==> config.mk <==
export PLATFORM = sky130hd
export DESIGN_NAME = pll_fbdiv
export DESIGN_NICKNAME = d
export VERILOG_FILES = /design/src/rtl/pll_fbdiv_pkg.sv /design/src/rtl/fbdiv_sync2.sv /design/src/rtl/fbdiv_ctrl_word.sv /design/src/rtl/fbdiv_swallow.sv /design/src/rtl/pll_fbdiv.sv
export SDC_FILE = /design/constraint.sdc
export NUM_CORES = 1
export LEC_CHECK = 0
export BUFFER_PORTS_ARGS = -buffer_cell sky130_fd_sc_hd__buf_2
export CELL_PAD_IN_SITES_DETAIL_PLACEMENT = 0
export CELL_PAD_IN_SITES_GLOBAL_PLACEMENT = 1
export CORE_ASPECT_RATIO = 0.5
export CORE_MARGIN = 8
export CORE_UTILIZATION = 30
export CTS_BUF_LIST = sky130_fd_sc_hd__clkbuf_4
export DETAILED_ROUTE_END_ITERATION = 6
export PLACE_DENSITY = 0.57
export SETUP_SLACK_MARGIN = 0.3
export SLEW_MARGIN = 20
export SYNTH_ARGS = -nofsm -noshare
export SYNTH_HDL_FRONTEND = slang
export SYNTH_SLANG_ARGS = --single-unit
==> constraint.sdc <==
create_clock -name clk -period 2.6 [get_ports clk]
set_input_delay 0.13 -clock clk [delete_from_list [all_inputs] [get_ports clk]]
set_output_delay 0.13 -clock clk [all_outputs]
set_load 0.05 [all_outputs]
==> src/rtl/pll_fbdiv_pkg.sv <==
package pll_fbdiv_pkg;
  localparam int CW_W     = 16;
  localparam int P_W      = 8;
  localparam int Q_W      = 4;
  localparam int P_LSB    = 0;
  localparam int Q_LSB    = 8;
  localparam int LOCK_BIT = 14;
  localparam int REF_BIT  = 15;
  localparam logic [CW_W-1:0] CW_RESET = 16'h0123;
  localparam logic [P_W-1:0]  P_RESET  = CW_RESET[P_LSB +: P_W];
  localparam logic [Q_W-1:0]  Q_RESET  = CW_RESET[Q_LSB +: Q_W];
endpackage

==> src/rtl/fbdiv_sync2.sv <==
module fbdiv_sync2 #(
  parameter logic RST_LVL = 1'b0
) (
  input  logic clk,
  input  logic rst_n,
  input  logic d,
  output logic q
);
  logic s1_q, s2_q;

  always_ff @(posedge clk or negedge rst_n) begin
    if (!rst_n) begin
      s1_q <= RST_LVL;
      s2_q <= RST_LVL;
    end else begin
      s1_q <= d;
      s2_q <= s1_q;
    end
  end

  assign q = s2_q;
endmodule

==> src/rtl/fbdiv_ctrl_word.sv <==
module fbdiv_ctrl_word
  import pll_fbdiv_pkg::*;
(
  input  logic            clk,
  input  logic            rst_n,
  input  logic            ref_s,
  input  logic            wr_en,
  input  logic [1:0]      wr_be,
  input  logic [CW_W-1:0] wr_data,
  output logic [P_W-1:0]  p_cfg,
  output logic [Q_W-1:0]  q_cfg,
  output logic [CW_W-1:0] rd_data
);
  logic [P_W-1:0] p_q, p_d;
  logic [Q_W-1:0] q_q, q_d;
  logic           lock_q, lock_d;
  logic           wr_ok;

  assign wr_ok = wr_en & ~lock_q;

  always_comb begin
    p_d    = p_q;
    q_d    = q_q;
    lock_d = lock_q;
    if (wr_ok) begin
      if (wr_be[0]) p_d = wr_data[P_LSB +: P_W];
      if (wr_be[1]) begin
        q_d    = wr_data[Q_LSB +: Q_W];
        lock_d = wr_data[LOCK_BIT];
      end
    end
  end

  always_ff @(posedge clk or negedge rst_n) begin
    if (!rst_n) begin
      p_q    <= P_RESET;
      q_q    <= Q_RESET;
      lock_q <= 1'b0;
    end else begin
      p_q    <= p_d;
      q_q    <= q_d;
      lock_q <= lock_d;
    end
  end

  assign p_cfg   = p_q;
  assign q_cfg   = q_q;
  assign rd_data = {ref_s, lock_q, 2'b00, q_q, p_q};

  assert_lock_sticky_R6: assert property (@(posedge clk) disable iff (!rst_n)
    lock_q |=> lock_q);
  assert_locked_fields_R6: assert property (@(posedge clk) disable iff (!rst_n)
    lock_q |=> ($stable(p_q) && $stable(q_q)));
endmodule

==> src/rtl/fbdiv_swallow.sv <==
module fbdiv_swallow #(
  parameter int PRE_BASE = 14,
  parameter int PW       = 8,
  parameter int QW       = 4,
  parameter logic [PW-1:0] P_INIT = '0,
  parameter logic [QW-1:0] Q_INIT = '0
) (
  input  logic          clk,
  input  logic          rst_n,
  input  logic [PW-1:0] p_cfg,
  input  logic [QW-1:0] q_cfg,
  output logic          fb_pulse
);
  localparam int CNTW = $clog2(PRE_BASE + 1);

  logic [CNTW-1:0] pre_q, pre_d;
  logic [PW-1:0]   prog_q, prog_d, p_act_q, p_act_d;
  logic [QW-1:0]   q_act_q, q_act_d;
  logic            fb_q, fb_d;
  logic            swallow, pre_last, prog_last, period_end;

  assign swallow    = ({{(PW-QW){1'b0}}, q_act_q} >= prog_q);
  assign pre_last   = swallow ? (pre_q == CNTW'(PRE_BASE))
                              : (pre_q == CNTW'(PRE_BASE - 1));
  assign prog_last  = (prog_q == p_act_q);
  assign period_end = pre_last & prog_last;

  always_comb begin
    pre_d   = pre_q + 1'b1;
    prog_d  = prog_q;
    p_act_d = p_act_q;
    q_act_d = q_act_q;
    fb_d    = period_end;
    if (pre_last) begin
      pre_d = '0;
      if (prog_last) begin
        prog_d  = '0;
        p_act_d = p_cfg;
        q_act_d = q_cfg;
      end else begin
        prog_d = prog_q + 1'b1;
      end
    end
  end

  always_ff @(posedge clk or negedge rst_n) begin
    if (!rst_n) begin
      pre_q   <= '0;
      prog_q  <= '0;
      p_act_q <= P_INIT;
      q_act_q <= Q_INIT;
      fb_q    <= 1'b0;
    end else begin
      pre_q   <= pre_d;
      prog_q  <= prog_d;
      p_act_q <= p_act_d;
      q_act_q <= q_act_d;
      fb_q    <= fb_d;
    end
  end

  assign fb_pulse = fb_q;

  assert_pulse_single_R2: assert property (@(posedge clk) disable iff (!rst_n)
    fb_q |=> !fb_q);
  assert_count_bound_R2: assert property (@(posedge clk) disable iff (!rst_n)
    (prog_q <= p_act_q) && (pre_q <= CNTW'(PRE_BASE)));
  assert_load_boundary_R4: assert property (@(posedge clk) disable iff (!rst_n)
    !period_end |=> ($stable(p_act_q) && $stable(q_act_q)));
endmodule

==> src/rtl/pll_fbdiv.sv <==
module pll_fbdiv
  import pll_fbdiv_pkg::*;
#(
  parameter int PRE_BASE = 14
) (
  input  logic        clk,
  input  logic        rst_n,
  input  logic        ref_clk,
  input  logic        wr_en,
  input  logic [1:0]  wr_be,
  input  logic [15:0] wr_data,
  output logic [15:0] rd_data,
  output logic        fb_pulse
);
  logic           rst_s_n;
  logic           ref_s;
  logic [P_W-1:0] p_cfg;
  logic [Q_W-1:0] q_cfg;

  fbdiv_sync2 #(.RST_LVL(1'b0)) u_rst_sync (
    .clk(clk), .rst_n(rst_n), .d(1'b1), .q(rst_s_n));

  fbdiv_sync2 #(.RST_LVL(1'b0)) u_ref_sync (
    .clk(clk), .rst_n(rst_s_n), .d(ref_clk), .q(ref_s));

  fbdiv_ctrl_word u_cw (
    .clk(clk), .rst_n(rst_s_n), .ref_s(ref_s),
    .wr_en(wr_en), .wr_be(wr_be), .wr_data(wr_data),
    .p_cfg(p_cfg), .q_cfg(q_cfg), .rd_data(rd_data));

  fbdiv_swallow #(
    .PRE_BASE(PRE_BASE), .PW(P_W), .QW(Q_W),
    .P_INIT(P_RESET), .Q_INIT(Q_RESET)
  ) u_div (
    .clk(clk), .rst_n(rst_s_n), .p_cfg(p_cfg), .q_cfg(q_cfg),
    .fb_pulse(fb_pulse));
endmodule

* After elaboration in Yosys (flattened, before gate mapping)
Index checks and enable logic that the tools add are counted.
** Cells by class
- Bitwise gates (word level) :: 3
- Reductions and logical operators :: 3
- Mux-type cells :: 3
- Add/sub/neg operators :: 2
- Magnitude comparators :: 1
- Eq/ne operators :: 3
** Operator list (number)
- 8-bit by 1-bit adder with 8-bit output, second input constant :: 1
- 4-bit == test, second input constant :: 2
- 8-bit == test :: 1
- 4-bit by 8-bit >= comparator with 1-bit output :: 1
- 8-bit two-way mux :: 1
- 2-bit AND reduction :: 3
- 4-bit by 1-bit adder with 4-bit output, second input constant :: 1
- 4-bit two-way mux :: 1
- 1-bit AND :: 2
- 1-bit two-way mux :: 1
- 1-bit NOT :: 1
** Storage, ports and cells
- Input port bits :: 22
- Output and inout port bits :: 17
- Register bits after elaboration :: 42
- Logic and storage cells :: 27

* Longest topological paths before layout
- Word-level depth :: 3
- Gate-level depth with buffers :: 9
- Gate-level depth less buffers :: 8

* Hierarchy
Synthesis repeated with hierarchy kept, for this count alone.
** Unflattened totals
- Cell total of the unflattened synthesis :: 165
- Area, all modules :: 2070.7 um^2
** Modules (own cells, without submodules)
- fbdiv_swallow :: instances 1, area an instance 1341.3 um^2, cells each 115
- fbdiv_ctrl_word :: instances 1, area an instance 625.6 um^2, cells each 45
- fbdiv_sync2 :: instances 2, area an instance 50.0 um^2, cells each 2
- pll_fbdiv :: instances 1, area an instance 3.8 um^2, cells each 1

* Least setup slack after synthesis
OpenSTA, ideal clock, no wires.
- Kind :: register to register
- From :: register u_div.q_act_q[0]
- To :: register u_div.p_act_q[2]
- Setup time :: 0.125 ns
- Required time :: 2.475 ns
- Buffers on the path :: 1
- Path slack :: 0.299 ns
- Data arrival time :: 2.176 ns
- Stages on the path, launching flop included :: 10
- Clock period less this slack :: 2.301 ns
- Cells stage by stage :: dfstp_2 inv_1 ha_1 and3_1 o21ai_2 a21boi_4 mux2i_4 nand3_4 buf_12 mux2_4
** Between the ends
- Longest elaborated chain between the ends :: 3
** RTL lines
- start: declaration :: RTL line fbdiv_swallow.sv:18 : logic [QW-1:0] q_act_q, q_act_d;
- start signal: assignment :: RTL line fbdiv_swallow.sv:57 : q_act_q <= q_act_d;
- 4-bit by 8-bit >= comparator with 1-bit output :: RTL line fbdiv_swallow.sv:22 : assign swallow = ({{(PW-QW){1'b0}}, q_act_q} >= prog_q);
- 1-bit two-way mux :: RTL line fbdiv_swallow.sv:23 : assign pre_last = swallow ? (pre_q == CNTW'(PRE_BASE))
- 2-bit AND reduction (no source line)
- end signal: assignment :: RTL line fbdiv_swallow.sv:56 : p_act_q <= p_act_d;
- end: declaration :: RTL line fbdiv_swallow.sv:17 : logic [PW-1:0] prog_q, prog_d, p_act_q, p_act_d;
Every way passes these cells.
A chain may end at the register's enable or synchronous reset.

* Final worst setup path
- From :: register u_div.q_act_q[0]
- To :: register u_div.q_act_q[3]
** Between the ends
- Longest elaborated chain between the ends :: 3
** RTL lines (RTL line)
- 4-bit by 8-bit >= comparator with 1-bit output :: fbdiv_swallow.sv:22
- 1-bit two-way mux :: fbdiv_swallow.sv:23
- 2-bit AND reduction (no source line)
Every way passes these cells.

==> impl_metrics.json <==
{
  "coreArea_mm2": 0.00662,
  "worst_ep_required_time_ns": 2.84,
  "drive_above_1_share": 0.444,
  "synthMuxAreaShare": 0.172,
  "synth_enable_flop_cells": 0,
  "ys_dominant_reg_cell": "dfrtp_1",
  "max-clock-path-buffers": 2,
  "met3_usage": 0.0236,
  "hold_path_class": "input pin to flip-flop",
  "cap_violations": 0,
  "worstPathCellList": "inv_2, ha_4, and3_4, o21ai_4, a21boi_4, mux2i_4, nand3_4, buf_12, mux2_4",
  "grt_max_degree": 41,
  "critPathSlowestCell": "dfstp_2",
  "syn-instance-count": 155,
  "grt_pass1_vias": 1337,
  "grt_usage": 0.0849,
  "path_buf_inv": 2,
  "syn_area_mm2": 0.00204,
  "synth_compound_area_frac": 0.0571,
  "clk_latency_ns": 0.35,
  "fin_util": 0.392,
  "ys_seq_elements": 42,
  "diodes": 0,
  "path_max_fanout": 6,
  "slowest_delay_ns": 0.56,
  "met2_usage": 0.123,
  "io_buffers": 33,
  "rows": 21,
  "rsz0062_at_grt": "true",
  "clk_pin_slew_ns": 0.12,
  "htree_levels": 2,
  "syn_area_per_cell_um2": 13.1,
  "leakagePower_nw": 1.22,
  "fin_setup_tns_ns": 0,
  "drc": 0,
  "fmaxAchievable_mhz": 441,
  "finalWorstSetupSlack_ns": 0.334,
  "synth.distinct_cells": 33,
  "finalSetupViolCount": 0,
  "irDropWorstVdd_uv": 354,
  "vias": 1301,
  "final_max_slew_viol_count": 0,
  "synth-simple-area-share": 0.115,
  "outcome": "finished clean",
  "yosysSeqAreaShare": 0.521,
  "routedWlPerCell_um": 13.0,
  "fin_crit_ns": 2.27,
  "initial_core_util": 0.308,
  "maxSlewHeadroom": 0.657,
  "yosys-top-cells-area": "dfrtp_1 (42%), dfstp_2 (10%), mux2_2 (8.3%)",
  "grt_busiest_layer": "met2",
  "place_congestion": 0.786,
  "most-common-layout-cells": "dfrtp_1 (34), buf_2 (33), mux2_2 (15), dlygate4sd3_1 (15)",
  "nNetsFinal": 243,
  "viasPerCell": 4.22,
  "dieArea_mm2": 0.00985,
  "drtPass1Iterations": 4,
  "synth_xor_area_frac": 0.0602,
  "synth_fa_ha_area_frac": 0.0368,
  "async_flop_share": 1.00,
  "ant_nets": 0,
  "pre_cts_ws_ns": 0.216,
  "startpoint_type": "flip-flop",
  "skew_ns": 0.00900,
  "cts_buffers": 5,
  "cts_tree": "done",
  "cts_root_buf": "clkbuf_4",
  "path_delay_family": "multiplexers",
  "drtIter0Drc": 38,
  "endpoint_kind": "flip-flop",
  "synth_top_area_cell": "dfrtp_1",
  "yosysWarnings": 0,
  "antenna_found_initial": 0,
  "yosys.area.top_type_share": 0.417,
  "hold_viol": 0,
  "synth_top_family_by_area": "multiplexers",
  "worst_slew_pin_slew_ns": 0.510,
  "crit_arrival_ns": 2.51,
  "grtUsageMet1": 0.116,
  "grt-ovfl-total": 0,
  "power_density_mw_per_mm2": 1020,
  "wirelength_um": 4000,
  "syn2layout_area_growth_pct": 27.5,
  "final_common_cell": "dfrtp_1",
  "dieHeight_um": 74.3,
  "num_io_pins": 39,
  "clkSinkCount": 42,
  "grt_pass1_wl_um": 6620,
  "fin_crit_sh": 0.872,
  "dp_hpwl_um": 2890,
  "die_width_um": 133,
  "worstSetupPathType": "flip-flop to flip-flop"
}
## power breakdown
group,total (mW),switching (mW),internal (mW)
sequential,1.04,0.165,0.878
combinational,1.30,0.696,0.602
clock,0.313,0.213,0.101
total,2.65,1.07,1.58
## final timing paths
check	start	to	slack (ns)	cells after the start
max	u_div.q_act_q[0]	u_div.q_act_q[3]	0.33	9
min	wr_data[14]	u_cw.lock_q	0.02	2
max reg2reg	u_div.q_act_q[0]	u_div.q_act_q[3]	0.33	9
min reg2reg	u_rst_sync.q	u_ref_sync.q	0.31	1
max in group asynchronous	u_rst_sync.q	u_cw.q_cfg[0]	1.92	1
min in group asynchronous	rst_n	u_rst_sync.q	0.07	2
## repair_timing
item                                   CTS  global route
setup endpoints to repair               12            13
gates resized for setup                  0             4
endpoints found under the hold margin   15             1
hold buffers                            14             1
gates cloned                             0             1
pin swaps                                1             2
setup buffers                            2             3
## sequential cells by signal, summed over array words and instances, names as in the netlist
signal	count
u_ref_sync.s1_q	1
u_div.pre_q	4
u_cw.lock_q	1
u_div.fb_pulse	1
u_rst_sync.q	1
u_cw.q_cfg	4
u_ref_sync.q	1
u_div.prog_q	8
u_div.p_act_q	8
u_div.q_act_q	4
u_cw.p_cfg	8
u_rst_sync.s1_q	1
## Yosys cell counts, types with 4 or more instances
master    n
buf_4     4
dfrtp_1  34
dfstp_2   8
ha_1      6
inv_1     5
mux2_2   15
mux2_4   10
nand2_1   9
nand3_1   9
nor2_1    8
o21ai_0   5
xnor2_1   4
xor2_1   10
## metrics by stage
step | std cells | hold slack (ns) | area [um^2] | power, mW
global route | 308 | 0.0113 | 2600 | 2.84
finish | 308 | 0.0198 | 2600 | 2.65
global placement | 279 | -0.0845 | 2290 | 2.20
floorplan | 156 | -0.166 | 2040 | 1.98
CTS | 303 | 0.00000278 | 2520 | 2.59
detailed placement | 279 | -0.0821 | 2290 | 2.22
## kinds of logic after synthesis
logic type	Yosys count
buffers and inverters	10
other	2
muxes	27
adders and majority gates	6
AOI/OAI and AO/OA	14
xor gates and xnor gates	14
and+or+nand+nor	40
DFF	42
## per-layer routing
| metal | vias up | wire [um] | share of wire |
|---|---|---|---|
| li1 | 650 | - | - |
| met1 | 620 | 2140 | 0.54 |
| met2 | 27 | 1680 | 0.42 |
| met3 | 4 | 121 | 0.030 |
| met4 | 0 | 51 | 0.013 |
| met5 | - | 0 | 0 |
## area by class of cell
class | count | area [um^2]
tap | 92 | 115
clock inverter | 3 | 16.3
clock buffer | 5 | 37.5
inverter | 5 | 18.8
fill | 656 | 4020
sequential | 42 | 1060
multi-input combinational | 104 | 937
timing repair buffer | 57 | 413
No activity file was read; power rests on OpenSTA's default activity.
